`src/rtl/lin_wake_pkg.sv`:
```
package lin_wake_pkg;

  // Strobes from the sequencer to the shifting datapath
  typedef struct packed {
    logic latchType;   // command accepted: capture the character select
    logic loadFrame;   // first tick: load the framed character, start bit out
    logic shiftBit;    // later tick: advance to the next bit
    logic finish;      // tick that ends the stop bit
  } wakeStrobes_t;

  typedef enum logic [1:0] {
    ST_IDLE  = 2'd0,
    ST_ARMED = 2'd1,
    ST_SEND  = 2'd2
  } wakeState_t;

endpackage

```
`src/rtl/lin_wake_ctrl.sv`:
```
module lin_wake_ctrl
  import lin_wake_pkg::*;
#(
  parameter int FRAME_BITS = 10
) (
  input  logic         clk,
  input  logic         rst_n,
  input  logic         wakeCmd,
  input  logic         bitTick,
  output wakeStrobes_t strobes
);

  localparam int CNT_W = $clog2(FRAME_BITS);
  localparam logic [CNT_W-1:0] LAST_BIT = CNT_W'(FRAME_BITS - 1);

  wakeState_t       state, stateNext;
  logic [CNT_W-1:0] bitCnt, bitCntNext;

  always_comb begin
    stateNext  = state;
    bitCntNext = bitCnt;
    strobes    = '0;
    unique case (state)
      ST_IDLE: begin
        if (wakeCmd) begin
          strobes.latchType = 1'b1;
          stateNext         = ST_ARMED;
        end
      end
      ST_ARMED: begin
        if (bitTick) begin
          strobes.loadFrame = 1'b1;
          bitCntNext        = '0;
          stateNext         = ST_SEND;
        end
      end
      ST_SEND: begin
        if (bitTick) begin
          if (bitCnt == LAST_BIT) begin
            strobes.finish = 1'b1;
            bitCntNext     = '0;
            stateNext      = ST_IDLE;
          end else begin
            strobes.shiftBit = 1'b1;
            bitCntNext       = bitCnt + 1'b1;
          end
        end
      end
      default: stateNext = ST_IDLE;
    endcase
  end

  always_ff @(posedge clk or negedge rst_n) begin
    if (!rst_n) begin
      state  <= ST_IDLE;
      bitCnt <= '0;
    end else begin
      state  <= stateNext;
      bitCnt <= bitCntNext;
    end
  end


  send_hold_chk: assert property (@(posedge clk) disable iff (!rst_n)
    (state == ST_SEND && !bitTick) |=> (state == ST_SEND && $stable(bitCnt)));


  armed_ignore_chk: assert property (@(posedge clk) disable iff (!rst_n)
    (state == ST_ARMED && !bitTick) |=> (state == ST_ARMED));


  cnt_range_chk: assert property (@(posedge clk) disable iff (!rst_n)
    bitCnt <= LAST_BIT);


  strobe_excl_chk: assert property (@(posedge clk) disable iff (!rst_n)
    $onehot0(strobes));

endmodule

```
`src/rtl/lin_wake_dp.sv`:
```
module lin_wake_dp
  import lin_wake_pkg::*;
#(
  parameter int                 DATA_BITS = 8,
  parameter logic [DATA_BITS-1:0] NEW_CHAR = 8'hF0,
  parameter logic [DATA_BITS-1:0] OLD_CHAR = 8'h80
) (
  input  logic         clk,
  input  logic         rst_n,
  input  wakeStrobes_t strobes,
  input  logic         wakeType,
  input  logic         clrStatus,
  output logic         txd,
  output logic         doneFlag
);

  localparam int FRAME_BITS = DATA_BITS + 2;

  logic                  typeReg;
  logic [FRAME_BITS-1:0] frameBits;
  logic [FRAME_BITS-1:0] shiftReg;

  // Frame: bit 0 start (0), data LSB first, top bit stop (1)
  assign frameBits[0]            = 1'b0;
  assign frameBits[FRAME_BITS-1] = 1'b1;
  for (genvar g = 0; g < DATA_BITS; g++) begin : g_frame
    assign frameBits[g+1] = typeReg ? OLD_CHAR[g] : NEW_CHAR[g];
  end

  always_ff @(posedge clk or negedge rst_n) begin
    if (!rst_n) begin
      typeReg <= 1'b0;
    end else if (strobes.latchType) begin
      typeReg <= wakeType;
    end
  end

  always_ff @(posedge clk or negedge rst_n) begin
    if (!rst_n) begin
      shiftReg <= '1;
    end else if (strobes.loadFrame) begin
      shiftReg <= frameBits;
    end else if (strobes.shiftBit) begin
      shiftReg <= {1'b1, shiftReg[FRAME_BITS-1:1]};
    end else if (strobes.finish) begin
      shiftReg <= '1;
    end
  end

  assign txd = shiftReg[0];

  always_ff @(posedge clk or negedge rst_n) begin
    if (!rst_n) begin
      doneFlag <= 1'b0;
    end else if (strobes.finish) begin
      doneFlag <= 1'b1;
    end else if (clrStatus) begin
      doneFlag <= 1'b0;
    end
  end


  done_wins_chk: assert property (@(posedge clk) disable iff (!rst_n)
    strobes.finish |=> doneFlag);


  done_sticky_chk: assert property (@(posedge clk) disable iff (!rst_n)
    (doneFlag && !clrStatus) |=> doneFlag);


  done_only_finish_chk: assert property (@(posedge clk) disable iff (!rst_n)
    (!doneFlag && !strobes.finish) |=> !doneFlag);


  start_bit_chk: assert property (@(posedge clk) disable iff (!rst_n)
    strobes.loadFrame |=> !txd);


  txd_hold_chk: assert property (@(posedge clk) disable iff (!rst_n)
    (!strobes.loadFrame && !strobes.shiftBit && !strobes.finish) |=> $stable(txd));

endmodule

```
`src/rtl/lin_wake_gen.sv`:
```
module lin_wake_gen
  import lin_wake_pkg::*;
#(
  parameter int                   DATA_BITS = 8,
  parameter logic [DATA_BITS-1:0] NEW_CHAR  = 8'hF0,
  parameter logic [DATA_BITS-1:0] OLD_CHAR  = 8'h80
) (
  input  logic clk,
  input  logic rst_n,
  input  logic wakeCmd,
  input  logic wakeType,
  input  logic bitTick,
  input  logic clrStatus,
  output logic txd,
  output logic doneFlag
);

  localparam int FRAME_BITS = DATA_BITS + 2;

  wakeStrobes_t strobes;

  lin_wake_ctrl #(
    .FRAME_BITS(FRAME_BITS)
  ) u_ctrl (
    .clk    (clk),
    .rst_n  (rst_n),
    .wakeCmd(wakeCmd),
    .bitTick(bitTick),
    .strobes(strobes)
  );

  lin_wake_dp #(
    .DATA_BITS(DATA_BITS),
    .NEW_CHAR (NEW_CHAR),
    .OLD_CHAR (OLD_CHAR)
  ) u_dp (
    .clk      (clk),
    .rst_n    (rst_n),
    .strobes  (strobes),
    .wakeType (wakeType),
    .clrStatus(clrStatus),
    .txd      (txd),
    .doneFlag (doneFlag)
  );


  idle_high_chk: assert property (@(posedge clk) disable iff (!rst_n)
    (!doneFlag && $fell(doneFlag)) |-> txd);

endmodule

```
`config.mk`:
```
export PLATFORM = sky130hd
export DESIGN_NAME = lin_wake_gen
export DESIGN_NICKNAME = d
export VERILOG_FILES = /design/src/rtl/lin_wake_pkg.sv /design/src/rtl/lin_wake_ctrl.sv /design/src/rtl/lin_wake_dp.sv /design/src/rtl/lin_wake_gen.sv
export SDC_FILE = /design/constraint.sdc
export NUM_CORES = 1
export LEC_CHECK = 0
export BUFFER_PORTS_ARGS = -buffer_cell sky130_fd_sc_hd__buf_2
export CORE_ASPECT_RATIO = 1.4
export CORE_MARGIN = 2
export CORE_UTILIZATION = 51
export CTS_BUF_LIST = sky130_fd_sc_hd__clkbuf_8 sky130_fd_sc_hd__clkbuf_16
export CTS_CLUSTER_DIAMETER = 50
export DETAILED_ROUTE_END_ITERATION = 8
export PLACE_DENSITY_LB_ADDON = 0.05
export SETUP_SLACK_MARGIN = 0.5
export SLEW_MARGIN = 20
export SYNTH_ARGS = -nofsm -noshare
export SYNTH_HDL_FRONTEND = slang
export SYNTH_HIERARCHICAL = 1
export SYNTH_SLANG_ARGS = --single-unit
```
`constraint.sdc`:
```
create_clock -name clk -period 1.7 [get_ports clk]
set_input_delay 0.085 -clock clk [delete_from_list [all_inputs] [get_ports clk]]
set_output_delay 0.085 -clock clk [all_outputs]
set_load 0.05 [all_outputs]
```
==> results.json <==
{
  "std_cell_rows": 18,
  "core_mm2": 0.00176,
  "die_h_um": 54.8,
  "vias_per_cell": 5.60,
  "hp-class": "in2reg",
  "antenna_cells": 0,
  "final_util": 0.744,
  "ys_seq_area_frac": 0.437,
  "path_clk_slew_ns": 0.06,
  "grt_pass1_vias": 737,
  "dp_slack_ns": 0.0433,
  "final.setup_skew_ns": 0.000844,
  "critical_path_class": "reg2reg",
  "initial_core_util": 0.534,
  "drt_iter0_drc": 11,
  "fin_nets": 119,
  "final_layout_size_suffix_gt1_frac": 0.618,
  "ir_drop_v": 0.00112,
  "grt_start_max_net_pins": 17,
  "cts_max_level": 1,
  "design.die.area_mm2": 0.00220,
  "ys_ff_latch": 16,
  "crit_required_ns": 1.86,
  "worst_slack_ns": 0.228,
  "grtUsageTotal": 0.208,
  "pin_count": 8,
  "crit_path_start_kind": "flip-flop",
  "hpwl_um": 1250,
  "vias": 728,
  "area_growth_pct": 39.3,
  "syn_inst": 86,
  "leakage_uw": 0.000588,
  "slew_headroom": 0.758,
  "period_needed_ns": 1.47,
  "wl_um": 2060,
  "layout_commonest_cell": "nor3_2",
  "synth_area_um2": 938,
  "antenna_found_initial": 0,
  "drv_slew": 0,
  "cp-end-kind": "flip-flop",
  "synth_nets": 94,
  "clk_path_buf_depth": 2,
  "synth_cell_type_count": 38,
  "cts_tree": "yes",
  "rsz0062_at_grt": "yes",
  "finalHoldViolCount": 0,
  "drc_errors": 0,
  "synth_area_per_cell_um2": 10.9,
  "cts.sinks": 16,
  "worst_slew_pin_slew_ns": 0.363,
  "clk_latency_ns": 0.25,
  "tns_ns": 0,
  "grt_pass1_wl_um": 3090,
  "arrival_ns": 1.64,
  "synth_warnings": 6,
  "dieWidth_um": 40.3,
  "p_per_area_mw_per_mm2": 1780,
  "cts_root_buffer": "clkbuf_8",
  "most-common-layout-cells": "12 x nor3_2, 10 x buf_4, 8 x dfrtp_1, 8 x dfstp_2, 7 x buf_2",
  "final-setup-viol-count": 0,
  "cp_max_fo": 8,
  "max_freq_mhz": 680,
  "gp_congestion": 0.732,
  "status": "complete, no violations",
  "gr-total-overflow": 0,
  "drv_cap": 0,
  "numCtsBuffers": 3,
  "period_share": 0.866,
  "portBuffers": 7,
  "drt_first_pass_iters": 4,
  "ant_nets": 0,
  "routedWlPerCell_um": 15.9
}
[power breakdown]
part | switching [uW] | leakage [uW] | total [uW] | internal [uW]
combinational | 558 | 0.000373 | 1220 | 662
sequential | 150 | 0.000186 | 769 | 619
clock | 135 | 0.0000288 | 340 | 206
total | 842 | 0.000588 | 2330 | 1490
[path summary, 6_finish.rpt]
path	cells after the start	to	from	slack, ns
worst min register to register	1	u_dp/doneFlag	u_dp/doneFlag	0.48
worst max register to register	7	u_dp/shiftReg[6]	u_ctrl/bitCnt[1]	0.23
min in group asynchronous	2	u_ctrl/bitCnt[3]	rst_n	0.28
max in group asynchronous	2	u_dp/shiftReg[4]	rst_n	1.12
worst max-delay path	7	u_dp/shiftReg[6]	u_ctrl/bitCnt[1]	0.23
worst min-delay path	2	u_dp/typeReg	wakeType	0.08
[kinds of logic after synthesis]
family                   after synthesis  share of synthesized area
multiplexers                           2                     0.0227
AO/OA/AOI/OAI                         16                      0.125
buffers and inverters                  9                     0.0693
AND/OR/NAND/NOR                       41                      0.319
adder cells (fa/ha/maj)                2                     0.0267
flip-flops                            16                      0.437
[cell type report]
type | count | area (um2)
Multi-Input combinational cell | 61 | 572
Sequential cell | 16 | 410
Tap cell | 20 | 25.0
Timing Repair Buffer | 25 | 230
Fill cell | 135 | 449
Clock buffer | 4 | 55.1
Inverter | 4 | 15.0
[metal layers]
layer | track usage | up-vias | part of all wire
met5 | 0 | - | 0
met1 | 0.226 | 360 | 0.38
li1 | - | 349 | -
met3 | 0.0325 | 6 | 0.017
met2 | 0.355 | 13 | 0.58
met4 | 0.144 | 0 | 0.025
[critical path, stage by stage, from the launching register on]
cell     delay [ns]
dfrtp_1        0.37
inv_2          0.06
ha_4           0.17
and3b_2        0.22
nor2_4         0.17
buf_12         0.14
nor3_4         0.04
o31ai_1        0.22
[sequential cells by signal, summed over array words and instances (netlist names)]
register / count
u_ctrl/bitCnt: 4
u_ctrl/state: 2
u_dp/doneFlag: 1
u_dp/shiftReg: 8
u_dp/typeReg: 1
[Yosys cell counts]
cell | n | area [um2]
and3b_1 | 1 | 8.76
dfstp_2 | 8 | 210
nand2b_1 | 2 | 12.5
mux2_2 | 1 | 11.3
a21oi_1 | 2 | 10.0
o41ai_2 | 1 | 16.3
and2b_1 | 3 | 22.5
buf_2 | 1 | 5.00
or3_1 | 1 | 6.26
a21boi_0 | 1 | 7.51
dfrtp_1 | 8 | 200
o21ai_1 | 4 | 20.0
nor3_1 | 3 | 15.0
buf_6 | 4 | 45.0
a221o_1 | 1 | 10.0
a211o_1 | 1 | 8.76
nor3b_1 | 1 | 7.51
o21ai_0 | 1 | 5.00
nor3_2 | 11 | 110
or2_1 | 1 | 6.26
o31ai_1 | 2 | 15.0
a21bo_1 | 1 | 10.0
nor2_2 | 1 | 6.26
nor2_1 | 3 | 11.3
inv_1 | 2 | 7.51
inv_2 | 2 | 7.51
nand2_1 | 1 | 3.75
ha_1 | 2 | 25.0
and2_1 | 1 | 6.26
a21o_1 | 1 | 7.51
nand3b_1 | 1 | 7.51
nor2b_2 | 1 | 8.76
nor4bb_1 | 1 | 10.0
and3_1 | 3 | 18.8
nor2b_1 | 5 | 31.3
and2_0 | 1 | 6.26
a22oi_1 | 1 | 7.51
mux2i_1 | 1 | 10.0
[per-stage QoR]
stage	hold slack, ns	area, um2	cells	power [uW]
2_1_floorplan	-0.211	963	86	1400
3_3_place_gp	0.0217	1010	111	1520
3_5_place_dp	0.0187	1010	111	1540
4_1_cts	0.0660	1180	124	2090
5_1_grt	0.0851	1310	130	2460
6_report	0.0782	1310	130	2330
[repair_timing]
| action | in CTS | in global routing |
|---|---|---|
| endpoints found under the setup margin | 14 | 15 |
| buffers inserted | 8 | 5 |
| gates cloned | 0 | 1 |
| resized for setup | 10 | 12 |
| pin swaps | 5 | 13 |
| hold endpoints to repair | 8 | 0 |
| hold buffers | 1 | 0 |
No activity file was read; power rests on OpenSTA's default activity.
